`src/rtl/wdt_pkg.sv`:
```
package wdt_pkg;

    typedef enum logic [0:0] {
        WD_STAGE1 = 1'b0,
        WD_STAGE2 = 1'b1
    } wd_stage_t;

    localparam int WIN_AW = 5;

    localparam logic [WIN_AW-1:0] OFF_KICK = 5'h00;
    localparam logic [WIN_AW-1:0] OFF_TMR  = 5'h04;
    localparam logic [WIN_AW-1:0] OFF_STS  = 5'h08;
    localparam logic [WIN_AW-1:0] OFF_CTL  = 5'h0C;

    localparam int CTL_HALT_BIT  = 0;
    localparam int CTL_NOREB_BIT = 5;
    localparam int CTL_SMIEN_BIT = 13;

endpackage

```
`src/rtl/wdt_core.sv`:
```
module wdt_core
    import wdt_pkg::*;
#(
    parameter int CNT_W   = 16,
    parameter int TMR_RST = 4
) (
    input  logic             clk,
    input  logic             rst_n,
    input  logic             tick,
    input  logic             kick,
    input  logic             halt,
    input  logic             smi_en,
    input  logic             no_reboot,
    input  logic [CNT_W-1:0] tmr_val,
    output logic [CNT_W-1:0] cnt,
    output wd_stage_t        stage,
    output logic             first_to,
    output logic             smi_pulse,
    output logic             rst_pulse
);

    localparam logic [CNT_W-1:0] CNT_INIT = CNT_W'(TMR_RST);

    wd_stage_t        state_q, state_d;
    logic [CNT_W-1:0] cnt_q;
    logic             step;
    logic             expire;

    assign step   = tick && !halt && !kick;
    assign expire = step && (cnt_q == '0);

    // next-state logic
    always_comb begin
        state_d = state_q;
        unique case (state_q)
            WD_STAGE1: begin
                if (kick)        state_d = WD_STAGE1;
                else if (expire) state_d = WD_STAGE2;
            end
            WD_STAGE2: begin
                if (kick)                      state_d = WD_STAGE1;
                else if (expire && !no_reboot) state_d = WD_STAGE1;
            end
            default: state_d = WD_STAGE1;
        endcase
    end

    // state register
    always_ff @(posedge clk or negedge rst_n) begin
        if (!rst_n) state_q <= WD_STAGE1;
        else        state_q <= state_d;
    end

    // countdown
    always_ff @(posedge clk or negedge rst_n) begin
        if (!rst_n)      cnt_q <= CNT_INIT;
        else if (kick)   cnt_q <= tmr_val;
        else if (expire) cnt_q <= tmr_val;
        else if (step)   cnt_q <= cnt_q - 1'b1;
    end

    // registered outputs
    always_ff @(posedge clk or negedge rst_n) begin
        if (!rst_n) begin
            smi_pulse <= 1'b0;
            rst_pulse <= 1'b0;
        end else begin
            smi_pulse <= expire && smi_en;
            rst_pulse <= expire && (state_q == WD_STAGE2) && !no_reboot;
        end
    end

    assign first_to = expire && (state_q == WD_STAGE1);
    assign cnt      = cnt_q;
    assign stage    = state_q;

endmodule

```
`src/rtl/wdt_regs.sv`:
```
module wdt_regs
    import wdt_pkg::*;
#(
    parameter int CNT_W   = 16,
    parameter int TMR_RST = 4
) (
    input  logic              clk,
    input  logic              rst_n,
    input  logic [WIN_AW-1:0] addr,
    input  logic [31:0]       wdata,
    input  logic              wr,
    input  logic              rd,
    output logic [31:0]       rdata,
    input  logic              first_to,
    input  logic [CNT_W-1:0]  cnt,
    input  wd_stage_t         stage,
    output logic [CNT_W-1:0]  tmr_val,
    output logic              halt,
    output logic              no_reboot,
    output logic              smi_en,
    output logic              kick
);

    localparam logic [CNT_W-1:0] TMR_INIT = CNT_W'(TMR_RST);

    logic sts_first_q;
    logic wr_tmr, wr_sts, wr_ctl;

    assign kick   = wr && (addr == OFF_KICK);
    assign wr_tmr = wr && (addr == OFF_TMR);
    assign wr_sts = wr && (addr == OFF_STS);
    assign wr_ctl = wr && (addr == OFF_CTL);

    always_ff @(posedge clk or negedge rst_n) begin
        if (!rst_n) begin
            tmr_val   <= TMR_INIT;
            halt      <= 1'b0;
            no_reboot <= 1'b1;
            smi_en    <= 1'b0;
        end else begin
            if (wr_tmr) tmr_val <= wdata[CNT_W-1:0];
            if (wr_ctl) begin
                halt      <= wdata[CTL_HALT_BIT];
                no_reboot <= wdata[CTL_NOREB_BIT];
                smi_en    <= wdata[CTL_SMIEN_BIT];
            end
        end
    end

    always_ff @(posedge clk or negedge rst_n) begin
        if (!rst_n) sts_first_q <= 1'b0;
        else        sts_first_q <= (sts_first_q && !(wr_sts && wdata[0])) || first_to;
    end

    always_comb begin
        rdata = '0;
        if (rd) begin
            case (addr)
                OFF_KICK: rdata[CNT_W-1:0] = cnt;
                OFF_TMR:  rdata[CNT_W-1:0] = tmr_val;
                OFF_STS: begin
                    rdata[0] = sts_first_q;
                    rdata[1] = (stage == WD_STAGE2);
                end
                OFF_CTL: begin
                    rdata[CTL_HALT_BIT]  = halt;
                    rdata[CTL_NOREB_BIT] = no_reboot;
                    rdata[CTL_SMIEN_BIT] = smi_en;
                end
                default: rdata = '0;
            endcase
        end
    end

endmodule

```
`src/rtl/wdt_two_stage.sv`:
```
module wdt_two_stage
    import wdt_pkg::*;
#(
    parameter int CNT_W   = 16,
    parameter int TMR_RST = 4
) (
    input  logic              clk,
    input  logic              rst_n,
    input  logic [WIN_AW-1:0] bus_addr,
    input  logic [31:0]       bus_wdata,
    input  logic              bus_wr,
    input  logic              bus_rd,
    output logic [31:0]       bus_rdata,
    input  logic              tick,
    output logic              smi_req,
    output logic              rst_req
);

    logic [CNT_W-1:0] tmr_val_w;
    logic [CNT_W-1:0] cnt_w;
    wd_stage_t        stage_w;
    logic             halt_w, noreb_w, smien_w, kick_w, first_w;

    wdt_regs #(.CNT_W(CNT_W), .TMR_RST(TMR_RST)) u_regs (
        .clk       (clk),
        .rst_n     (rst_n),
        .addr      (bus_addr),
        .wdata     (bus_wdata),
        .wr        (bus_wr),
        .rd        (bus_rd),
        .rdata     (bus_rdata),
        .first_to  (first_w),
        .cnt       (cnt_w),
        .stage     (stage_w),
        .tmr_val   (tmr_val_w),
        .halt      (halt_w),
        .no_reboot (noreb_w),
        .smi_en    (smien_w),
        .kick      (kick_w)
    );

    wdt_core #(.CNT_W(CNT_W), .TMR_RST(TMR_RST)) u_core (
        .clk       (clk),
        .rst_n     (rst_n),
        .tick      (tick),
        .kick      (kick_w),
        .halt      (halt_w),
        .smi_en    (smien_w),
        .no_reboot (noreb_w),
        .tmr_val   (tmr_val_w),
        .cnt       (cnt_w),
        .stage     (stage_w),
        .first_to  (first_w),
        .smi_pulse (smi_req),
        .rst_pulse (rst_req)
    );

endmodule

```
`config.mk`:
```
export PLATFORM = sky130hd
export DESIGN_NAME = wdt_two_stage
export DESIGN_NICKNAME = d
export VERILOG_FILES = /design/src/rtl/wdt_pkg.sv /design/src/rtl/wdt_core.sv /design/src/rtl/wdt_regs.sv /design/src/rtl/wdt_two_stage.sv
export SDC_FILE = /design/constraint.sdc
export NUM_CORES = 1
export LEC_CHECK = 0
export BUFFER_PORTS_ARGS = -buffer_cell sky130_fd_sc_hd__buf_2
export CAP_MARGIN = 20
export CORE_ASPECT_RATIO = 1.2
export CORE_MARGIN = 2
export CORE_UTILIZATION = 52
export CTS_CLUSTER_DIAMETER = 120
export DETAILED_ROUTE_END_ITERATION = 8
export GPL_TIMING_DRIVEN = 0
export PLACE_DENSITY = 0.86
export SYNTH_ARGS = -nofsm -noshare
export SYNTH_HDL_FRONTEND = slang
export SYNTH_HIERARCHICAL = 1
export SYNTH_SLANG_ARGS = --single-unit
export TNS_END_PERCENT = 50
```
`constraint.sdc`:
```
create_clock -name clk -period 3.4 [get_ports clk]
set_clock_uncertainty 0.1 [all_clocks]
set_input_delay 0.34 -clock clk [delete_from_list [all_inputs] [get_ports clk]]
set_output_delay 0.34 -clock clk [all_outputs]
set_load 0.01 [all_outputs]
```
Word-level counts from Yosys, hierarchy flattened:

Cells that the tools add are included.
Widths: inputs -> output; s select.

* ROM bits: 0
* memory bits (writable): 0
* output and inout bits: 34
* word-level logic and storage cells: 52
* memories kept: 0
* register bits: 39
* bits in latches: 0

* equal/unequal tests: 3
* reductions and logical operators: 22
* shifts and indexed selects: 0
* bitwise gates (word level): 1
* multiplexer cells: 16
* multipliers: 0
* add/sub/neg operators: 1
* $lt $le $gt $ge: 0
* divide/modulo/power cells: 0

Operators by type and width (number)
* $mux 16: 4
* $logic_not 16->1: 1
* $sub 16x1->16 const B: 1
* $logic_and 1x1->1: 14
* $pmux 7 s2: 1
* $eq 5x4->1 const B: 2
* $pmux 1 s3: 3
* $pmux 3 s2: 1
* $eq 5x3->1 const B: 1
* $logic_not 5->1: 1
* $logic_not 1->1: 4
* $mux 1: 4
* $pmux 1 s4: 1
* $pmux 2 s2: 1
* $reduce_bool 3->1: 1
* $pmux 1 s2: 1
* $logic_or 1x1->1: 1
* $not 1->1: 1

Logic depth before layout (Yosys ltp):

Gate-level depths: netlist of run 1.

* word-level depth: 9
* gate-level depth with buffers: 9

By module:

Netlist of run 1, hierarchy kept.

By module, submodules not included
* wdt_core: area an instance 1387.6 um2, cells an instance 159, times used 1
* wdt_regs: area an instance 1277.5 um2, cells an instance 108, times used 1

Worst setup path before layout of run 1:

Ideal clock, no wire load.

* kind: input port to flip-flop
* start point: input bus_addr[2]
* end point: register u_core.cnt_q[3] (netlist: u_core/cnt[3])
* arrival time: 2192 ps
* required time: 3159 ps
* cell stages on the path: 8
* buffers on the path: 4
* setup slack: 967 ps
* cells stage by stage: buf_2 buf_2 buf_2 nor3b_1 clkbuf_1 nor3_1 a222oi_1 nand3_1

* word-level cells in the longest chain between the ends: 7

RTL lines
* start: declaration: RTL line wdt_two_stage.sv:9 `input logic [WIN_AW-1:0] bus_addr,`
* $logic_not 5->1 (*): RTL line wdt_regs.sv:29 `assign kick = wr && (addr == OFF_KICK);`
* $logic_and 1x1->1 (*): RTL line wdt_regs.sv:29
* net kick_w: RTL line wdt_two_stage.sv:22 `logic halt_w, noreb_w, smien_w, kick_w, first_w;`
* $logic_not 1->1: RTL line wdt_core.sv:29 `assign step = tick && !halt && !kick;`
* $logic_and 1x1->1: RTL line wdt_core.sv:29
* $logic_and 1x1->1: RTL line wdt_core.sv:30 `assign expire = step && (cnt_q == '0);`
* $mux 16: RTL line wdt_core.sv:58 `else if (expire) cnt_q <= tmr_val;`
* $mux 16: RTL line wdt_core.sv:57 `else if (kick) cnt_q <= tmr_val;`
* end signal: assignment: RTL line wdt_core.sv:57
* end signal: assignment: RTL line wdt_core.sv:58
* end signal: assignment: RTL line wdt_core.sv:59 `else if (step) cnt_q <= cnt_q - 1'b1;`
* end: declaration: RTL line wdt_core.sv:25 `logic [CNT_W-1:0] cnt_q;`

Mark *: on every way through the listed nets, which the timed path passes. The rest lies on a longest branch.
A chain may end at the register's enable or synchronous reset.

Worst setup path in the final report of run 1:

* start point: register u_core.cnt_q[0] (netlist: u_core/cnt[0])
* end point: register u_regs.sts_first_q

* word-level cells in the longest chain between the ends: 4

RTL lines
* $logic_not 16->1: RTL line wdt_core.sv:30
* $logic_and 1x1->1: RTL line wdt_core.sv:30
* $logic_and 1x1->1: RTL line wdt_core.sv:73 `assign first_to = expire && (state_q == WD_STAGE1);`
* net first_w: RTL line wdt_two_stage.sv:22
* $logic_or 1x1->1: RTL line wdt_regs.sv:52 `else sts_first_q <= (sts_first_q && !(wr_sts && wdata[0])) || first_to;`
* end signal: assignment: RTL line wdt_regs.sv:52
* end: declaration: RTL line wdt_regs.sv:26 `logic sts_first_q;`

The timed path passes the listed nets, and every way through them passes these cells.

==> results of run 1 <==
==> critical path: stages, from the launching register on <==
cell     delay [ps]
dfrtp_1         470
inv_1           110
ha_1            220
or3b_1          380
buf_6           160
nor4_1          780
nand3_1         320
nor2_1          160
a21o_1           90
==> metal layers <==
| layer | up-vias | share of wire, % | GRT usage [%] |
|---|---|---|---|
| met4 | 0 | 1.4 | 8.04 |
| met1 | 1109 | 40 | 30.3 |
| met5 | - | 0 | 0 |
| met2 | 104 | 52 | 43.6 |
| met3 | 10 | 6.8 | 3.88 |
| li1 | 1096 | - | - |
==> final timing paths <==
check | start | end | slack [ps] | depth (start not counted)
setup / recovery | u_core/cnt[0] | u_regs/sts_first_q | 540 | 8
hold / removal | rst_n | u_regs/halt | 50 | 1
setup reg to reg | u_core/cnt[0] | u_regs/sts_first_q | 540 | 8
hold reg to reg | u_regs/sts_first_q | u_regs/sts_first_q | 390 | 1
max in group asynchronous | rst_n | u_regs/tmr_val[7] | 2590 | 1
min in group clk | bus_wdata[2] | u_regs/tmr_val[2] | 170 | 2
==> report_power, final <==
group          switching (uW)  internal, uW  leakage (uW)
registers                 118           565      0.000478
logic                     176           200      0.000939
clock network             172           294     0.0000654
total                     465          1060       0.00148
==> metrics by stage <==
| step | setup WS [ps] | power, uW | util, % |
|---|---|---|---|
| 2_1_floorplan | 967 | 945 | - |
| 3_3_place_gp | 316 | 1040 | 60.9 |
| 3_5_place_dp | 346 | 1060 | 60.9 |
| 4_1_cts | 622 | 1520 | 63.6 |
| 5_1_grt | 441 | 1600 | 63.6 |
| 6_report | 537 | 1520 | 63.6 |
==> cell usage after synthesis, types with 3 or more instances <==
library cell | instances | area share, %
buf_2 | 6 | 1.1
and2_1 | 4 | 0.94
buf_4 | 16 | 4.5
o21ai_0 | 6 | 1.1
dfrtp_1 | 36 | 34
nand2b_1 | 5 | 1.2
o311ai_0 | 3 | 0.99
nor2_1 | 23 | 3.2
mux2i_1 | 17 | 6.4
or3_1 | 3 | 0.70
or4_1 | 4 | 1.1
nand3_1 | 8 | 1.5
inv_1 | 7 | 0.99
nor3_1 | 14 | 2.6
nor3b_1 | 3 | 0.85
a211oi_1 | 4 | 1.1
nand2_1 | 6 | 0.85
dfstp_2 | 3 | 3.0
mux2_4 | 10 | 5.6
nor4_1 | 8 | 1.9
clkbuf_1 | 12 | 1.7
a2bb2oi_1 | 3 | 0.99
mux2_2 | 11 | 4.6
==> final cells by class <==
class	instances	area, sq um
Timing Repair Buffer	42	210
Inverter	7	26.3
Buffer	36	218
Sequential cell	39	980
Tap cell	60	75.1
Fill cell	394	1800
Clock inverter	2	60.1
Clock buffer	6	72.6
Multi-Input combinational cell	200	1500
==> kinds of logic (layout without fill, tap and decap cells) <==
| logic type | after synthesis | count (layout) |
|---|---|---|
| compound gates | 43 | 43 |
| xor+xnor | 4 | 4 |
| fa+ha+maj | 1 | 1 |
| buf+inv | 43 | 93 |
| flops | 39 | 39 |
| mux | 39 | 39 |
| other cells | 1 | 16 |
| simple gates | 97 | 97 |
==> qor.csv, run 1 <==
metric,value,unit
Vias/cell,5.92,
Yosys reg bits,39,
period utilization,84.2,%
"Req. time, crit path",3550,ps
antenna-violating nets left,0,
1st-iter DRT viols,228,
Post-Synth XOR/XNOR Area,1.31,%
Die H,82.4,um
CP Class,register to register,
vias in the first global route,2167,
complex-gate fraction of the synthesized area,12.8,%
initial antenna violation count,0,
Final Hold Fails,0,
crit path time final,2860,ps
crit path launch type,register,
ratio of cells with drive above 1 in the final layout,32.2,%
die area,5720,sq um
gr usage total,24.3,%
first drt pass iteration count,4,
Post-Syn Area per Cell,9.98,sq um
Area growth syn-to-layout,17.8,%
first-pass GRT wire length,10900,um
via count,2319,
"Primary FF master, synth",dfrtp_1,
post-CTS sizing,0,
Rows,28,
number of port buffers,42,
crit end category,register,
Final nets,374,
hold slack,48.4,ps
CTS tree,yes,
DRC Markers,0,
"commonest non-fill, non-tap cell in the layout",buf_2,
Total Routed Length,6910,um
asr flop ratio synth,100,%
initial core utilization,54.0,%
mux cell area share after synthesis,17.5,%
Cell Pwr Density,485,nW/um^2
hpwl dp,4870,um
CTS Hold Bufs,0,
GPL Wtd Cong,0.915,
cell area after synthesis,2670,sq um
Layout Cells excl Fill,392,
Yosys cell types,62,
Synth Area in Adders,0.469,%
chip width,69.4,um
Final Instance Area,3140,sq um
Post-Synthesis Cells,267,
most frequent cells in the layout,"48 x buf_2, 36 x dfrtp_1, 23 x nor2_1, 17 x mux2i_1",
deepest clock path buffer count,2,
clock-pin transition on the worst setup and hold timing paths,90,ps
dpl cells,384,
Tightest Pin Transition,909,ps
clock latency at the later pin of the worst-skew pair,300,ps
Synth warnings,6,
VDD IR max,294,uV
Fmax,349,MHz
clock sink total,39,
CTS H-tree lvls,2,
post-CTS setup buffer count,0,
Simple-Gate Fraction of Synth Area,21.8,%
outcome,"complete, no violations",
total leakage power,0.00148,uW
RSZ-0062 raised after global routing,false,
CTS root buffer,clkbuf_8,
final slew viol count,0,
diode count,0,
"Max FO, Critical Path",10,
area post-placement,3010,sq um
CP arrival,3020,ps
post-synthesis sequential area ratio,36.8,%
max-cap viol count,0,
core footprint,4940,sq um
wire per inst,17.6,um
I/O pin count,76,
Final setup viols,0,
Post-synth EDFFs,0,
max_slew headroom,38.8,%
Fin Setup TNS,0,ps
worst min path class,primary input to asynchronous set/reset pin,
CTS Buf Count,5,
combinational family with the most area after synthesis,simple AND/OR/NAND/NOR gates,
Overflow after GRT,0,
largest net degree at the start of global routing,40,
Power figures use the tool's default switching activity.
==> run 2: changes to the inputs <==
==> constraint.sdc (replaced) <==
create_clock -name clk -period 2.75 [get_ports clk]
set_clock_uncertainty 0.1 [all_clocks]
set_input_delay 0.275 -clock clk [delete_from_list [all_inputs] [get_ports clk]]
set_output_delay 0.275 -clock clk [all_outputs]
set_load 0.01 [all_outputs]
==> run 2 against run 1 <==
The run now ends with negative hold slack left. Sequential share of layout area is 0.41 points lower. Utilization is 0.84 points higher. Critical path depth is 1 lower. Sequential cell count stayed put. First-iteration DRC count is 2.2% higher. Maximum frequency is 10% higher. Clock power is 23% higher. Hold slack worse by 65 ps. Total power is 24% higher. Count of clock-buffer cells in the layout stayed put. Critical endpoint is now u_core/cnt[7].
==> qor.csv, run 2 (synthesis gave the netlist of run 1 again) <==
metric,value,unit,change
first-pass GRT wire length,10900,um,about the same
Tightest Pin Transition,915,ps,+6.21 ps
initial core utilization,54.0,%,unchanged
clock-pin transition on the worst setup and hold timing paths,80,ps,about the same
FF-to-FF path depth,7,,-1
I/O pin count,76,,unchanged
Rows,28,,unchanged
Overflow after GRT,0,,unchanged
Fmax,384,MHz,+10%
ratio of cells with drive above 1 in the final layout,33.6,%,+1.4 points
antenna-violating nets left,0,,unchanged
CP arrival,2660,ps,-360 ps
CP Class,register to register,,
Cell Pwr Density,595,nW/um^2,+23%
Vias/cell,5.99,,+1.2%
"commonest non-fill, non-tap cell in the layout",buf_2,,
RSZ-0062 raised after global routing,false,,
1st-iter DRT viols,233,,+2.2%
max_slew headroom,38.4,%,-0.42 points
GPL Wtd Cong,0.915,,unchanged
core footprint,4940,sq um,unchanged
area post-placement,3010,sq um,unchanged
crit path launch type,register,,
gr usage total,24.3,%,unchanged
VDD IR max,364,uV,+24%
hpwl dp,4870,um,unchanged
diode count,0,,unchanged
largest net degree at the start of global routing,40,,unchanged
Final nets,378,,+1.1%
Area growth syn-to-layout,19.3,%,
Final Instance Area,3180,sq um,+1.3%
max-cap viol count,0,,unchanged
Total Routed Length,6990,um,+1.1%
hold slack,-16.7,ps,-65.1 ps
utilization after layout,64.4,%,+0.84 points
worst min path class,primary input to asynchronous set/reset pin,,
"Max FO, Critical Path",10,,unchanged
"Req. time, crit path",2810,ps,-740 ps
CTS root buffer,clkbuf_8,,
initial antenna violation count,0,,unchanged
CTS Buf Count,5,,unchanged
deepest clock path buffer count,2,,unchanged
chip width,69.4,um,unchanged
most frequent cells in the layout,"48 x buf_2, 36 x dfrtp_1, 23 x nor2_1, 20 x buf_4, 17 x mux2i_1",,
first drt pass iteration count,5,,+1
DRC Markers,0,,unchanged
Die H,82.4,um,unchanged
failing checks,negative hold slack,,
Final setup viols,0,,unchanged
via count,2371,,+2.2%
clock latency at the later pin of the worst-skew pair,300,ps,about the same
crit path time final,2600,ps,-259 ps
total leakage power,0.00151,uW,+1.5%
crit end category,register,,
outcome,"finished, violations left",,
final slew viol count,0,,unchanged
wire per inst,17.6,um,about the same
CTS H-tree lvls,2,,unchanged
number of port buffers,42,,unchanged
clock sink total,39,,unchanged
period utilization,94.7,%,+10 points
Final Hold Fails,28,,+28
CTS tree,yes,,
die area,5720,sq um,unchanged
vias in the first global route,2165,,-0.092%
## run 2: critical path: stages (launching register included)
cell and delay (ps):
dfrtp_1 470, inv_1 110, ha_1 230, or3b_1 380, buf_6 160, or4_4 550
o21ai_1 310, a211oi_1 130
## run 2: worst paths after layout
| kind | startpoint | slack [ps] | to |
|---|---|---|---|
| min in group clk | bus_wdata[2] | 100 | u_regs/tmr_val[2] |
| max | u_core/cnt[0] | 150 | u_core/cnt[7] |
| max in group asynchronous | rst_n | 2010 | u_regs/tmr_val[7] |
| min | rst_n | -20 | u_regs/halt |
| max reg2reg | u_core/cnt[0] | 150 | u_core/cnt[7] |
| min reg2reg | u_regs/sts_first_q | 390 | u_regs/sts_first_q |
## run 2: report_power, final
group	leakage, uW	internal [uW]	switching, uW
combinational	0.000962	247	221
clock	0.0000654	363	212
sequential	0.000478	699	150
total	0.00151	1310	582
## run 2: stage by stage
step / setup TNS, ps / setup slack (ps) / std cells / hold WS, ps / total power (uW)
after global placement: -1880 / -269 / 384 / 333 / 1290
after detailed placement: -1620 / -239 / 384 / 346 / 1310
after global routing: 0 / 91.1 / 396 / 66.1 / 1980
after CTS: 0 / 2.41 / 392 / 20.4 / 1880
after floorplan: 0 / 382 / 282 / -121 / 1170
final: 0 / 146 / 396 / -16.7 / 1890
## run 2: routing by layer
| metal | up-vias | GRT usage (%) | routed length (um) |
|---|---|---|---|
| li1 | 1105 | - | - |
| met1 | 1116 | 30.3 | 2690 |
| met2 | 131 | 43.8 | 3630 |
| met3 | 19 | 3.88 | 553 |
| met4 | 0 | 7.65 | 118 |
| met5 | - | 0 | 0 |
## run 2: cell type report
type,count,area [sq um]
clock buffers,6,72.6
well taps,60,75.1
plain buffers,36,218
repair buffers,46,240
clock inverters,2,60.1
flip-flops and latches,39,980
multi-input cells,200,1510
inverters,7,26.3
fillers,395,1760
## run 2: what timing repair did
action | 4_1_cts | 5_1_grt
setup buffers | 0 | 4
gates resized for setup | 1 | 2
pin swaps | 0 | 1
hold buffers | 0 | 0
gates cloned | 0 | 0
endpoints found under the setup margin | 1 | 12
